[src/rtl/irq_entry_pkg.sv]
package irq_entry_pkg;
  localparam int PC_W   = 20;
  localparam int FLG_W  = 16;
  localparam int SP_W   = 16;
  localparam int WORD_W = 16;
  localparam int NUM_W  = 6;
  localparam int LVL_W  = 3;

  localparam int BIT_U  = 7;
  localparam int BIT_I  = 6;
  localparam int BIT_D  = 5;
  localparam int IPL_LO = 12;
  localparam int IPL_HI = IPL_LO + LVL_W - 1;

  localparam int ACK_NUM_LO = 0;
  localparam int ACK_LVL_LO = 8;
  localparam int ACK_SW_BIT = 15;

  localparam int SW_KEEPU_MIN = 32;
  localparam logic [SP_W-1:0] STEP = SP_W'(2);

  typedef enum logic [2:0] {
    ST_IDLE  = 3'd0,
    ST_ACK   = 3'd1,
    ST_CLEAR = 3'd2,
    ST_PUSH1 = 3'd3,
    ST_PUSH2 = 3'd4,
    ST_FIN   = 3'd5
  } entry_state_t;

  function automatic logic [WORD_W-1:0] pack_first(input logic [FLG_W-1:0] f,
                                                   input logic [PC_W-1:0]  pc);
    return {f[15:12], pc[19:16], f[7:0]};
  endfunction
endpackage

[src/rtl/irq_entry_fsm.sv]
module irq_entry_fsm
  import irq_entry_pkg::*;
(
  input  logic         clk,
  input  logic         rst_n,
  input  logic         accept_i,
  input  logic         ack_ready_i,
  input  logic         mem_wready_i,
  output entry_state_t state_o
);
  entry_state_t state_q, state_d;

  always_comb begin
    state_d = state_q;
    case (state_q)
      ST_IDLE:  if (accept_i)     state_d = ST_ACK;
      ST_ACK:   if (ack_ready_i)  state_d = ST_CLEAR;
      ST_CLEAR:                   state_d = ST_PUSH1;
      ST_PUSH1: if (mem_wready_i) state_d = ST_PUSH2;
      ST_PUSH2: if (mem_wready_i) state_d = ST_FIN;
      ST_FIN:                     state_d = ST_IDLE;
      default:                    state_d = ST_IDLE;
    endcase
  end

  always_ff @(posedge clk or negedge rst_n) begin
    if (!rst_n) state_q <= ST_IDLE;
    else        state_q <= state_d;
  end

  assign state_o = state_q;
endmodule

[src/rtl/irq_entry_flags.sv]
module irq_entry_flags
  import irq_entry_pkg::*;
(
  input  logic              clk,
  input  logic              rst_n,
  input  entry_state_t      state_i,
  input  logic              accept_i,
  input  logic              ack_ready_i,
  input  logic [FLG_W-1:0]  flg_i,
  input  logic [PC_W-1:0]   pc_i,
  input  logic [WORD_W-1:0] ack_data_i,
  output logic [FLG_W-1:0]  tmp_flg_o,
  output logic [PC_W-1:0]   pc_snap_o,
  output logic [FLG_W-1:0]  flg_clr_o,
  output logic [FLG_W-1:0]  flg_fin_o,
  output logic              u_new_o,
  output logic [NUM_W-1:0]  num_o
);
  logic [FLG_W-1:0] tmp_q, tmp_d;
  logic [PC_W-1:0]  pc_q, pc_d;
  logic [NUM_W-1:0] num_q, num_d;
  logic [LVL_W-1:0] lvl_q, lvl_d;
  logic             sw_q, sw_d;
  logic             snap_en, ack_en, keep_u;

  assign snap_en = (state_i == ST_IDLE) && accept_i;
  assign ack_en  = (state_i == ST_ACK) && ack_ready_i;

  always_comb begin
    tmp_d = tmp_q;
    pc_d  = pc_q;
    num_d = num_q;
    lvl_d = lvl_q;
    sw_d  = sw_q;
    if (snap_en) begin
      tmp_d = flg_i;
      pc_d  = pc_i;
    end
    if (ack_en) begin
      num_d = ack_data_i[ACK_NUM_LO +: NUM_W];
      lvl_d = ack_data_i[ACK_LVL_LO +: LVL_W];
      sw_d  = ack_data_i[ACK_SW_BIT];
    end
  end

  always_ff @(posedge clk or negedge rst_n) begin
    if (!rst_n) begin
      tmp_q <= '0;
      pc_q  <= '0;
      num_q <= '0;
      lvl_q <= '0;
      sw_q  <= 1'b0;
    end else begin
      tmp_q <= tmp_d;
      pc_q  <= pc_d;
      num_q <= num_d;
      lvl_q <= lvl_d;
      sw_q  <= sw_d;
    end
  end

  assign keep_u = sw_q && (int'(num_q) >= SW_KEEPU_MIN);
  assign u_new_o = keep_u ? tmp_q[BIT_U] : 1'b0;

  always_comb begin
    flg_clr_o        = tmp_q;
    flg_clr_o[BIT_I] = 1'b0;
    flg_clr_o[BIT_D] = 1'b0;
    flg_clr_o[BIT_U] = u_new_o;
    flg_fin_o        = flg_clr_o;
    flg_fin_o[IPL_HI:IPL_LO] = lvl_q;
  end

  assign tmp_flg_o = tmp_q;
  assign pc_snap_o = pc_q;
  assign num_o     = num_q;
endmodule

[src/rtl/irq_entry_stack.sv]
module irq_entry_stack
  import irq_entry_pkg::*;
(
  input  logic              clk,
  input  logic              rst_n,
  input  entry_state_t      state_i,
  input  logic              u_new_i,
  input  logic [SP_W-1:0]   isp_i,
  input  logic [SP_W-1:0]   usp_i,
  input  logic [FLG_W-1:0]  tmp_flg_i,
  input  logic [PC_W-1:0]   pc_snap_i,
  output logic [SP_W-1:0]   waddr_o,
  output logic [WORD_W-1:0] wdata_o,
  output logic [SP_W-1:0]   sp_new_o,
  output logic              sp_user_o
);
  logic [SP_W-1:0] base_q, base_d;
  logic            user_q, user_d;
  logic            cap_en;

  assign cap_en = (state_i == ST_CLEAR);

  always_comb begin
    base_d = base_q;
    user_d = user_q;
    if (cap_en) begin
      base_d = u_new_i ? usp_i : isp_i;
      user_d = u_new_i;
    end
  end

  always_ff @(posedge clk or negedge rst_n) begin
    if (!rst_n) begin
      base_q <= '0;
      user_q <= 1'b0;
    end else begin
      base_q <= base_d;
      user_q <= user_d;
    end
  end

  always_comb begin
    if (state_i == ST_PUSH2) begin
      waddr_o = base_q - (STEP << 1);
      wdata_o = pc_snap_i[WORD_W-1:0];
    end else begin
      waddr_o = base_q - STEP;
      wdata_o = pack_first(tmp_flg_i, pc_snap_i);
    end
  end

  assign sp_new_o  = base_q - (STEP << 1);
  assign sp_user_o = user_q;
endmodule

[src/rtl/irq_entry_seq.sv]
module irq_entry_seq
  import irq_entry_pkg::*;
(
  input  logic              clk,
  input  logic              rst_n,
  input  logic              instr_done_i,
  input  logic              suspend_pt_i,
  input  logic              irq_pending_i,
  input  logic [FLG_W-1:0]  flg_i,
  input  logic [PC_W-1:0]   pc_i,
  input  logic [SP_W-1:0]   isp_i,
  input  logic [SP_W-1:0]   usp_i,
  output logic              ack_req_o,
  output logic [PC_W-1:0]   ack_addr_o,
  input  logic              ack_ready_i,
  input  logic [WORD_W-1:0] ack_data_i,
  output logic              mem_wvalid_o,
  input  logic              mem_wready_i,
  output logic [SP_W-1:0]   mem_waddr_o,
  output logic [WORD_W-1:0] mem_wdata_o,
  output logic              flg_we_o,
  output logic [FLG_W-1:0]  flg_o,
  output logic              sp_we_o,
  output logic              sp_user_o,
  output logic [SP_W-1:0]   sp_o,
  output logic              busy_o,
  output logic              done_o,
  output logic [NUM_W-1:0]  vec_num_o
);
  logic [1:0] rst_sync_q;
  logic       rst_core_n;

  always_ff @(posedge clk or negedge rst_n) begin
    if (!rst_n) rst_sync_q <= 2'b00;
    else        rst_sync_q <= {rst_sync_q[0], 1'b1};
  end
  assign rst_core_n = rst_sync_q[1];

  entry_state_t     state;
  logic             accept;
  logic [FLG_W-1:0] tmp_flg, flg_clr, flg_fin;
  logic [PC_W-1:0]  pc_snap;
  logic             u_new;

  assign accept = irq_pending_i && (instr_done_i || suspend_pt_i);

  irq_entry_fsm u_fsm (
    .clk          (clk),
    .rst_n        (rst_core_n),
    .accept_i     (accept),
    .ack_ready_i  (ack_ready_i),
    .mem_wready_i (mem_wready_i),
    .state_o      (state)
  );

  irq_entry_flags u_flags (
    .clk         (clk),
    .rst_n       (rst_core_n),
    .state_i     (state),
    .accept_i    (accept),
    .ack_ready_i (ack_ready_i),
    .flg_i       (flg_i),
    .pc_i        (pc_i),
    .ack_data_i  (ack_data_i),
    .tmp_flg_o   (tmp_flg),
    .pc_snap_o   (pc_snap),
    .flg_clr_o   (flg_clr),
    .flg_fin_o   (flg_fin),
    .u_new_o     (u_new),
    .num_o       (vec_num_o)
  );

  irq_entry_stack u_stack (
    .clk       (clk),
    .rst_n     (rst_core_n),
    .state_i   (state),
    .u_new_i   (u_new),
    .isp_i     (isp_i),
    .usp_i     (usp_i),
    .tmp_flg_i (tmp_flg),
    .pc_snap_i (pc_snap),
    .waddr_o   (mem_waddr_o),
    .wdata_o   (mem_wdata_o),
    .sp_new_o  (sp_o),
    .sp_user_o (sp_user_o)
  );

  assign busy_o       = (state != ST_IDLE);
  assign ack_req_o    = (state == ST_ACK);
  assign ack_addr_o   = '0;
  assign mem_wvalid_o = (state == ST_PUSH1) || (state == ST_PUSH2);
  assign flg_we_o     = (state == ST_CLEAR) || (state == ST_FIN);
  assign flg_o        = (state == ST_FIN) ? flg_fin : flg_clr;
  assign sp_we_o      = (state == ST_FIN);
  assign done_o       = (state == ST_FIN);
endmodule

[config.mk]
export PLATFORM = sky130hd
export DESIGN_NAME = irq_entry_seq
export DESIGN_NICKNAME = d
export VERILOG_FILES = /design/src/rtl/irq_entry_pkg.sv /design/src/rtl/irq_entry_fsm.sv /design/src/rtl/irq_entry_flags.sv /design/src/rtl/irq_entry_stack.sv /design/src/rtl/irq_entry_seq.sv
export SDC_FILE = /design/constraint.sdc
export NUM_CORES = 1
export LEC_CHECK = 0
export CAP_MARGIN = 20
export CORE_ASPECT_RATIO = 1.75
export CORE_MARGIN = 4
export CORE_UTILIZATION = 35
export DETAILED_ROUTE_END_ITERATION = 6
export PLACE_DENSITY = 0.71
export SYNTH_ARGS = -nofsm -noshare
export SYNTH_HDL_FRONTEND = slang
export SYNTH_SLANG_ARGS = --single-unit
[constraint.sdc]
create_clock -name clk -period 5 [get_ports clk]
set_input_delay 0.5 -clock clk [delete_from_list [all_inputs] [get_ports clk]]
set_output_delay 0.5 -clock clk [all_outputs]
set_load 0.1 [all_outputs]
# == Word-level counts from Yosys, hierarchy flattened ==
# Cells that the tools add are included.
# word_totals
reg_bits,68
# op_classes
addsub,2
magnitude_cmp,1
eq_ne,9
muxes,10
n_reduce_logical,10
# ops
cell,n
two-way mux 16 bit,3
subtractor 16 x 2 -> 16 bit (second input constant),1
subtractor 16 x 3 -> 16 bit (second input constant),1
two-way mux 15 bit,1
case mux 3 bit (5 select lines),1
two-way mux 3 bit,4
== test 3 x 2 -> 1 bit (second input constant),2
== test 3 bit (second input constant),2
greater-or-equal comparator 6 bit (second input constant),1
logical AND 1 bit,4
!= test 2 x 1 -> 1 bit (second input constant),2
!= test 2 bit (second input constant),2
AND reduction 4 bit,1
== test 3 x 1 -> 1 bit (second input constant),1
zero test 3 bit,1
logical OR 1 bit,3
nonzero test 3 bit,1
two-way mux 1 bit,1

# == Depth between registers and ports, before layout ==
# Gate-level depths: netlist of the first run.
# depth
depth_word,4
depth_mapped,6
ltp_nobuf,6

# == Modules after synthesis ==
# A second synthesis of the first run with hierarchy kept.
# unflattened
hier_cells,366
area_unflattened_um2,4164.0
# by_module_without_submodules
mod,n_inst,cells_per_inst,area_each_um2,seq_area_each_um2
irq_entry_flags,1,129,1969.4,1151.1
irq_entry_stack,1,170,1527.7,425.4
irq_entry_seq,1,51,509.2,50.0
irq_entry_fsm,1,16,157.7,75.1

# == Worst setup path after synthesis of the first run ==
# OpenSTA, ideal clock, no wires.
# synth_timing
path_kind,reg2out
from,reg u_stack.base_q[2]
to,out mem_waddr_o[10]
arrival_ps,3917
setup_slack_ps,583
stages_incl_launch_ff,7
path_buffers,0
cell_sequence,dfrtp_1 > inv_1 > ha_1 > or3b_2 > nor3_2 > nand3_1 > xnor2_1
# synth_via
elab_chain_len,2
# synth_rtl
element,line_no,text
from (decl),irq_entry_stack.sv:17,"logic [SP_W-1:0] base_q, base_d;"
from (signal assigned),irq_entry_stack.sv:37,base_q <= base_d;
subtractor 16 x 2 -> 16 bit or subtractor 16 x 3 -> 16 bit (tied branches),"irq_entry_stack.sv:47, irq_entry_stack.sv:44",
two-way mux 16 bit (*),irq_entry_stack.sv:43,if (state_i == ST_PUSH2) begin
to (decl),irq_entry_seq.sv:19,"output logic [SP_W-1:0] mem_waddr_o,"
# Mark *: on every way between the ends. The rest lies on a longest branch, timed or not.

# == Final worst setup path of the first run ==
# layout_timing
from,reg u_fsm.state_q[0] (netlist: u_fsm.state_o[0])
to,out mem_waddr_o[15]
# layout_via
elab_chain_len,2
# layout_rtl
element,line_no,text
from (decl),irq_entry_fsm.sv:11,"entry_state_t state_q, state_d;"
from (signal assigned),irq_entry_fsm.sv:28,else state_q <= state_d;
== test 3 bit,irq_entry_stack.sv:43,
two-way mux 16 bit,irq_entry_stack.sv:43,
# No other way between the ends.

==> results.json, run 1 <==
{
  "grt.total_usage_pct": 15.5,
  "cts_setup_buffers": 0,
  "ys_top_cells_by_area": "dfrtp_1, mux2_2, buf_4",
  "skew_ns": 0.00939,
  "synth_top_area_cell": "dfrtp_1",
  "drt_iter0_drc": 42,
  "ys_types": 35,
  "synth_top_area_share_pct": 44.8,
  "yosys_warnings": 0,
  "ioPinCount": 188,
  "syn_inst": 372,
  "crit_fanout": 25,
  "grt_pass1_vias": 3190,
  "report.final.slew_viol_count": 0,
  "hold_viol": 0,
  "worst_skew_pair.late_latency_ns": 0.32,
  "setup_tns_ns": 0,
  "portBuffers": 159,
  "coreArea_mm2": 0.0106,
  "routed_via_density": 4.62,
  "wl_um": 9800,
  "dp_hpwl_um": 7770,
  "syn_avg_cell_area_um2": 10.2,
  "antenna_found_initial": 0,
  "dr.pass1.iters": 4,
  "grt_start_max_net_pins": 67,
  "cp-end-kind": "primary output",
  "cp-start-kind": "flop",
  "wl_per_cell_um": 15.2,
  "clock-sinks": 68,
  "max-slew-margin-rel_pct": 31.2,
  "path_class": "reg2out",
  "synth_flop_cell": "dfrtp_1",
  "overflow": 0,
  "die_w_um": 86.8,
  "ys_ff_latch": 68,
  "cp_top_family": "buffers and inverters",
  "htree_levels": 3,
  "cts_hold_buffers": 0,
  "seq_area_frac_synth_pct": 44.8,
  "tritoncts": "built",
  "antenna_left": 0,
  "status": "complete, no violations",
  "routabilityCongestion": 0.787,
  "hold_class": "in2async",
  "dieArea_mm2": 0.0126,
  "cp_slowest_stage_delay_ns": 1.14,
  "start_util_pct": 35.7,
  "drive_above_1_share_pct": 15.3,
  "worst_pin_slew_ns": 1.03,
  "clk_path_buf_depth": 2,
  "cts.clk_slew.worst_paths_ns": 0.06,
  "rsz0062_at_grt": "no",
  "max_cap_violations": 0,
  "synth_edf_count": 0,
  "synthArstFlopShare_pct": 100,
  "cpMaxStageDelayCell": "clkdlybuf4s50_1",
  "fill_cells": 1001,
  "finalCriticalPeriod_ns": 4.09,
  "cp.arrival_ns": 3.59,
  "fmax_mhz": 245,
  "syn_area_mm2": 0.00380,
  "path_buf_inv": 1,
  "final_nets": 604,
  "period_share_pct": 81.8,
  "num_vias": 2978,
  "setup_viol": 0,
  "n_antenna_cell": 0,
  "cp.required_ns": 4.50,
  "cts-root-buf": "clkbuf_16",
  "syn2layout_area_growth_pct": 46.3,
  "drcViolationCount": 0,
  "die_y_um": 146,
  "grt_pass1_wl_um": 15500,
  "std_cell_rows": 50,
  "cp_cell_sequence": "or3b_1 > mux2_4 > nor3_2 > xor2_1 > clkdlybuf4s50_1",
  "cts_resized": 0,
  "cts_buffers": 9
}
==> stage by stage <==
step / instances / instance area, µm² / utilization (%) / hold WS (ns) / setup slack (ns)
floorplan: 393 / 3880 / - / 0.204 / 0.583
global placement: 628 / 5270 / 49.6 / 0.338 / 1.26
detailed placement: 628 / 5270 / 49.6 / 0.346 / 1.22
CTS: 644 / 5540 / 52.1 / 0.325 / 0.870
global route: 645 / 5560 / 52.3 / 0.321 / 0.682
finish: 645 / 5560 / 52.3 / 0.336 / 0.911
==> area by class of cell <==
| cell class | count | area, µm² | area share [%] |
|---|---|---|---|
| tap | 130 | 163 | 2.93 |
| multi-input combinational | 261 | 1770 | 31.8 |
| timing repair buffer | 163 | 1630 | 29.3 |
| inverter | 7 | 26.3 | 0.473 |
| clock buffer | 10 | 229 | 4.12 |
| sequential | 68 | 1700 | 30.6 |
| clock inverter | 6 | 42.5 | 0.765 |
==> cell usage in the layout, fill, tap and decap left out, types with 2 or more instances in the layout <==
cell type and count:
mux2i_1 17, or3_1 3, clkinvlp_4 2, nor2_1 11, o31ai_1 2, clkdlybuf4s50_1 158, inv_1 7, ha_1 3
nor4_1 2, nand3_1 5, nand2_1 78, conb_1 23, clkbuf_16 9, clkinv_4 2, nor3_2 2, xor2_1 14
a21oi_1 2, or4_1 2, o21ai_0 22, buf_4 4, nand2b_1 4, mux2_2 49, xnor2_1 10, dfrtp_1 67
clkinv_2 2
==> routing by layer <==
metal | global-route usage, % | vias up | share of wire [%]
li1 | - | 1447 | -
met5 | 0 | - | 0
met4 | 6.16 | 0 | 2.7
met3 | 3.51 | 17 | 5.8
met2 | 30.4 | 107 | 59
met1 | 14.7 | 1407 | 33
==> synthesized netlist by cell type, types with 2 or more instances <==
master and count:
dfrtp_1 68, nand2_1 78, or3_1 3, nand2b_1 4, o21ai_0 22, nand3_1 5
inv_1 7, mux2_2 49, ha_1 3, xnor2_1 10, buf_4 40, o31ai_1 2
nor3_2 2, buf_2 5, nor2_1 11, nor4_1 2, conb_1 2, xor2_1 14
or4_1 2, buf_6 2, a21oi_1 2, mux2i_1 17, clkbuf_1 10
==> cell families (layout without fill, tap and decap cells) <==
family | Yosys count | count (layout) | synth area share [%]
flops | 68 | 68 | 44.8
other cells | 2 | 23 | 0.198
fa+ha+maj | 3 | 3 | 0.988
xor+xnor | 24 | 24 | 5.53
compound gates | 28 | 28 | 4.15
mux | 67 | 67 | 19.4
simple gates | 116 | 116 | 14.1
buf+inv | 64 | 186 | 10.8
==> state kept, by name, indices dropped and copies added, names as in the netlist <==
| name | cells |
|---|---|
| u_stack.base_q | 16 |
| rst_sync_q | 2 |
| u_flags.pc_snap_o | 20 |
| u_flags.num_o | 6 |
| u_fsm.state_o | 3 |
| u_stack.sp_user_o | 1 |
| u_flags.lvl_q | 3 |
| u_flags.sw_q | 1 |
| u_flags.tmp_flg_o | 16 |
==> worst paths after layout <==
kind	end	depth (start not counted)	from	slack, ns
worst max-delay path	mem_waddr_o[15]	5	u_fsm.state_o[0]	0.91
worst min-delay path	rst_sync_q[1]	1	rst_n	0.34
worst max register to register	u_flags.tmp_flg_o[8]	3	u_fsm.state_o[0]	2.76
worst min register to register	rst_sync_q[1]	0	rst_sync_q[0]	0.35
max in group asynchronous	u_stack.base_q[1]	1	rst_sync_q[1]	3.98
min in group clk	rst_sync_q[1]	0	rst_sync_q[0]	0.35
==> worst reg2reg max path, delay by kind of cell, from the launching register on <==
family        cells  cell delay, ns
flops             1            0.45
simple gates      2            1.23
mux               1            0.44
Power of run 1 is not shown: default switching activity piles up to over one toggle a cycle in this logic, so the estimate is an artifact.
==> run 2, diff against run 1 <==
Clock period 5 ns to 4 ns, I/O delays scaled along.
==> run 2 against run 1 <==
Highest routed layer unchanged. Non-clock buffer count unchanged. Worst hold slack lost 0.091 ns. Critical path type unchanged. Clock skew shrank 0.0043 ns. Critical endpoint is now mem_waddr_o[14].
==> results.json, run 2 (same netlist as run 1, synthesis figures left out) <==
{
  "routabilityCongestion": 0.820,
  "clk_path_buf_depth": 2,
  "cts_setup_buffers": 0,
  "cp.required_ns": 3.60,
  "grt_pass1_vias": 3253,
  "cp-start-kind": "flop",
  "worst_skew_pair.late_latency_ns": 0.32,
  "cp.arrival_ns": 2.93,
  "die_y_um": 146,
  "dp_hpwl_um": 8030,
  "cts_resized": 0,
  "grt_use_met2_pct": 30.0,
  "fmax_mhz": 301,
  "die_w_um": 86.8,
  "wl_um": 9940,
  "grt_pass1_wl_um": 16100,
  "antenna_found_initial": 0,
  "dieArea_mm2": 0.0126,
  "dp_cells": 628,
  "start_util_pct": 35.7,
  "syn2layout_area_growth_pct": 46.8,
  "final_cells": 645,
  "grt_start_max_net_pins": 40,
  "tritoncts": "built",
  "cts.clk_slew.worst_paths_ns": 0.06,
  "routed_via_density": 4.63,
  "period_share_pct": 83.2,
  "r2r_setup_slack_ns": 1.72,
  "overflow": 0,
  "n_antenna_cell": 0,
  "largest_register_ffs": 20,
  "clock-sinks": 68,
  "ioPinCount": 188,
  "drcViolationCount": 0,
  "finalCriticalPeriod_ns": 3.33,
  "gr-usage-met3_pct": 4.59,
  "dr.pass1.iters": 5,
  "crit_fanout": 8,
  "use_met1_pct": 16.3,
  "worst_pin_slew_ns": 1.04,
  "cp-end-kind": "primary output",
  "layout.cells.most_common": "clkdlybuf4s50_1",
  "max-slew-margin-rel_pct": 30.4,
  "cts-root-buf": "clkbuf_16",
  "drt_iter0_drc": 72,
  "wl_per_cell_um": 15.4,
  "report.final.slew_viol_count": 0,
  "setup_viol": 0,
  "cts_hold_buffers": 0,
  "setup_tns_ns": 0,
  "mostFrequentLayoutCells": "clkdlybuf4s50_1, nand2_1, dfrtp_1",
  "rsz0062_at_grt": "no",
  "grt.total_usage_pct": 16.2,
  "path_class": "reg2out",
  "status": "complete, no violations",
  "coreArea_mm2": 0.0106,
  "htree_levels": 3,
  "antenna_left": 0,
  "num_vias": 2989,
  "drive_above_1_share_pct": 26.8,
  "max_cap_violations": 0,
  "std_cell_rows": 50,
  "cts_buffers": 9,
  "skew_ns": 0.00509,
  "hold_viol": 0,
  "portBuffers": 159,
  "final_nets": 604,
  "top_usage_layer": "met2",
  "hold_class": "in2async"
}
run 2: cell count changes in the layout (fill, tap and decap cells not counted), sizes merged:
cell,previous run,this run
buf,5,49
clkinvlp,2,3
clkbuf,10,9
clkinv,4,3
clkdlybuf4s50,158,114
bufinv,0,1
run 2: area by class of cell:
cell class / instances / area (µm²)
Clock buffer: 9 / 225
Multi-Input combinational cell: 261 / 1870
Tap cell: 130 / 163
Clock inverter: 7 / 67.6
Sequential cell: 68 / 1700
Inverter: 7 / 26.3
Timing Repair Buffer: 163 / 1520
Fill cell: 984 / 5060
run 2: final timing paths:
path                              startpoint                     to  depth (start not counted)
setup / recovery           u_stack.base_q[2]        mem_waddr_o[14]                          7
hold / removal                         rst_n          rst_sync_q[0]                          1
setup reg to reg            u_fsm.state_o[1]  u_flags.tmp_flg_o[14]                          3
hold reg to reg                rst_sync_q[1]  u_flags.pc_snap_o[13]                          0
max in group asynchronous      rst_sync_q[1]  u_flags.pc_snap_o[11]                          1
min in group clk               rst_sync_q[0]          rst_sync_q[1]                          0
run 2: worst max-delay path, cell delays in order (launching register included):
cell and delay [ns]:
dfrtp_1 0.40, inv_1 0.18, ha_1 0.23, or3b_2 0.50, nor3_2 0.51, o2111a_1 0.33
xor2_2 0.15, buf_4 0.30
run 2: per-stage QoR:
stage          utilization, %  hold slack, ns  area, µm²  setup slack, ns
2_1_floorplan               -           0.104       3980           0.0410
3_3_place_gp             49.5           0.302       5270             1.06
3_5_place_dp             49.5           0.299       5270            0.989
4_1_cts                  52.3           0.238       5560            0.638
5_1_grt                  52.4           0.232       5580            0.497
6_report                 52.4           0.245       5580            0.673
run 2: metal layers:
layer  routed length, µm  share of wire [%]
met3                 729                7.3
met5                   0                  0
met4                 341                3.4
met2                5460                 55
met1                3410                 34
Power of run 2 is left out for the same reason.
==> run 3, diff against run 2 <==
Clock period 4 ns to 3.15 ns, I/O delays scaled along.
==> run 3 against run 2 <==
Worst hold slack got worse by 0.092 ns. Clock skew rose by 0.00092 ns. Cell area rose by 8.7%. Global-route usage rose by 0.55 points. Critical path depth rose by 1. First-iteration DRC count rose by 46%. Setup slack got worse by 0.45 ns. Sequential cell count did not move. Critical path type unchanged.
==> results.json, run 3 (same netlist as run 1, synthesis figures left out) <==
{
  "rsz0062_at_grt": "no",
  "cp.required_ns": 2.83,
  "antenna_found_initial": 0,
  "clk_path_buf_depth": 2,
  "cpMaxStageDelayCell": "or3b_2",
  "crit_path_start": "u_stack.base_q[2]",
  "grt_pass1_vias": 3340,
  "design_area_mm2": 0.00606,
  "syn2layout_area_growth_pct": 59.6,
  "cp-start-kind": "flop",
  "grt.total_usage_pct": 16.8,
  "htree_levels": 3,
  "period_share_pct": 92.8,
  "portBuffers": 159,
  "num_vias": 3041,
  "placed_area_mm2": 0.00571,
  "fmax_mhz": 342,
  "worst_skew_pair.late_latency_ns": 0.33,
  "dp_cells": 631,
  "report.final.slew_viol_count": 0,
  "wl_um": 10500,
  "cts_hold_buffers": 0,
  "final_cells": 647,
  "max-slew-margin-rel_pct": 32.5,
  "drcViolationCount": 0,
  "dp_hpwl_um": 8540,
  "final_nets": 606,
  "crit_fanout": 8,
  "cts.clk_slew.worst_paths_ns": 0.06,
  "clock-sinks": 68,
  "overflow": 0,
  "cp.arrival_ns": 2.61,
  "std_cell_rows": 50,
  "layout.cells.most_common": "clkdlybuf4s50_1",
  "multiInputGateArea_mm2": 0.00203,
  "r2r_end": "u_flags.tmp_flg_o[10]",
  "routed_via_density": 4.70,
  "finalCriticalPeriod_ns": 2.92,
  "wl_per_cell_um": 16.2,
  "grt_pass1_wl_um": 16400,
  "die_y_um": 146,
  "cp-end-kind": "primary output",
  "path_class": "reg2out",
  "cp_slowest_stage_delay_ns": 0.53,
  "max_cap_violations": 0,
  "worst_pin_slew_ns": 1.01,
  "dieArea_mm2": 0.0126,
  "antenna_left": 0,
  "hold_viol": 0,
  "start_util_pct": 35.7,
  "r2r_setup_slack_ns": 1.18,
  "die_w_um": 86.8,
  "fin_ws_ns": 0.227,
  "r2r_start": "u_fsm.state_o[1]",
  "cp_cell_sequence": "clkinvlp_4 > ha_1 > or3b_2 > nor3_2 > buf_4 > o2111a_1 > xor2_4 > buf_12",
  "r2r_cells": 4,
  "tritoncts": "built",
  "n_antenna_cell": 0,
  "ff_latch_area_mm2": 0.00171,
  "status": "complete, no violations",
  "cp-endpoint": "mem_waddr_o[14]",
  "fill_cells": 964,
  "hold_class": "in2async",
  "cts-root-buf": "clkbuf_16",
  "cts_buffers": 9,
  "drive_above_1_share_pct": 30.0,
  "dr.pass1.iters": 4,
  "cts_setup_buffers": 0,
  "ioPinCount": 188,
  "drt_iter0_drc": 105,
  "skew_ns": 0.00601,
  "routabilityCongestion": 0.801,
  "mostFrequentLayoutCells": "clkdlybuf4s50_1, nand2_1, dfrtp_1",
  "grt_start_max_net_pins": 67,
  "post-place-ws_ns": 0.562,
  "cts_resized": 0,
  "setup_viol": 0,
  "largest_register_ffs": 20,
  "coreArea_mm2": 0.0106
}
## run 3: cell types whose count changed in the layout (fill, tap and decap cells not counted), moves of 3 or more
cell and delta:
xor2_2 -4, buf_4 -9, xnor2_2 -3, xor2_4 +6, buf_12 +23, xnor2_4 +5
clkdlybuf4s50_1 -11
## run 3: how the worst min path moves through the flow
stage / endpoint / slack, ns / depth (start not counted)
floorplan: rst_sync_q[0] / 0.02 / 0
global placement: rst_sync_q[1] / 0.34 / 0
detailed placement: rst_sync_q[1] / 0.34 / 0
CTS: rst_sync_q[1] / 0.15 / 1
global route: rst_sync_q[1] / 0.15 / 1
finish: rst_sync_q[1] / 0.15 / 1
## run 3: area by class of cell
class                           count  share of cell area (%)
Clock buffer                       12                    4.23
Sequential cell                    68                    28.1
Inverter                            7                   0.495
Timing Repair Buffer              165                    29.4
Clock inverter                      4                    1.57
Multi-Input combinational cell    261                    33.5
Tap cell                          130                    2.68
## run 3: routing by layer
layer | track usage, % | share of wire, % | up-vias | wire [µm]
met2 | 32.4 | 59 | 110 | 6170
met1 | 15.6 | 31 | 1462 | 3280
met4 | 8.35 | 3.7 | 0 | 385
met5 | 0 | 0 | - | 0
met3 | 3.91 | 6.1 | 24 | 637
li1 | - | - | 1445 | -
## run 3: critical path, delay by kind of cell (launching register included)
family,cells,cell delay (ns)
AND/OR/NAND/NOR,2,0.66
adder cells (fa/ha/maj),1,0.20
XOR/XNOR,1,0.19
AO/OA/AOI/OAI,1,0.28
buffers and inverters,3,0.52
flip-flops,1,0.42
## run 3: through the flow
stage                     hold WS (ns)  util, %  TNS, ns
after floorplan                 0.0194        -   -0.332
after global placement           0.338     53.7        0
after detailed placement         0.336     53.7        0
after CTS                        0.145     57.0        0
after global routing             0.154     57.0        0
final                            0.153     57.0        0
Power of run 3 is left out for the same reason.
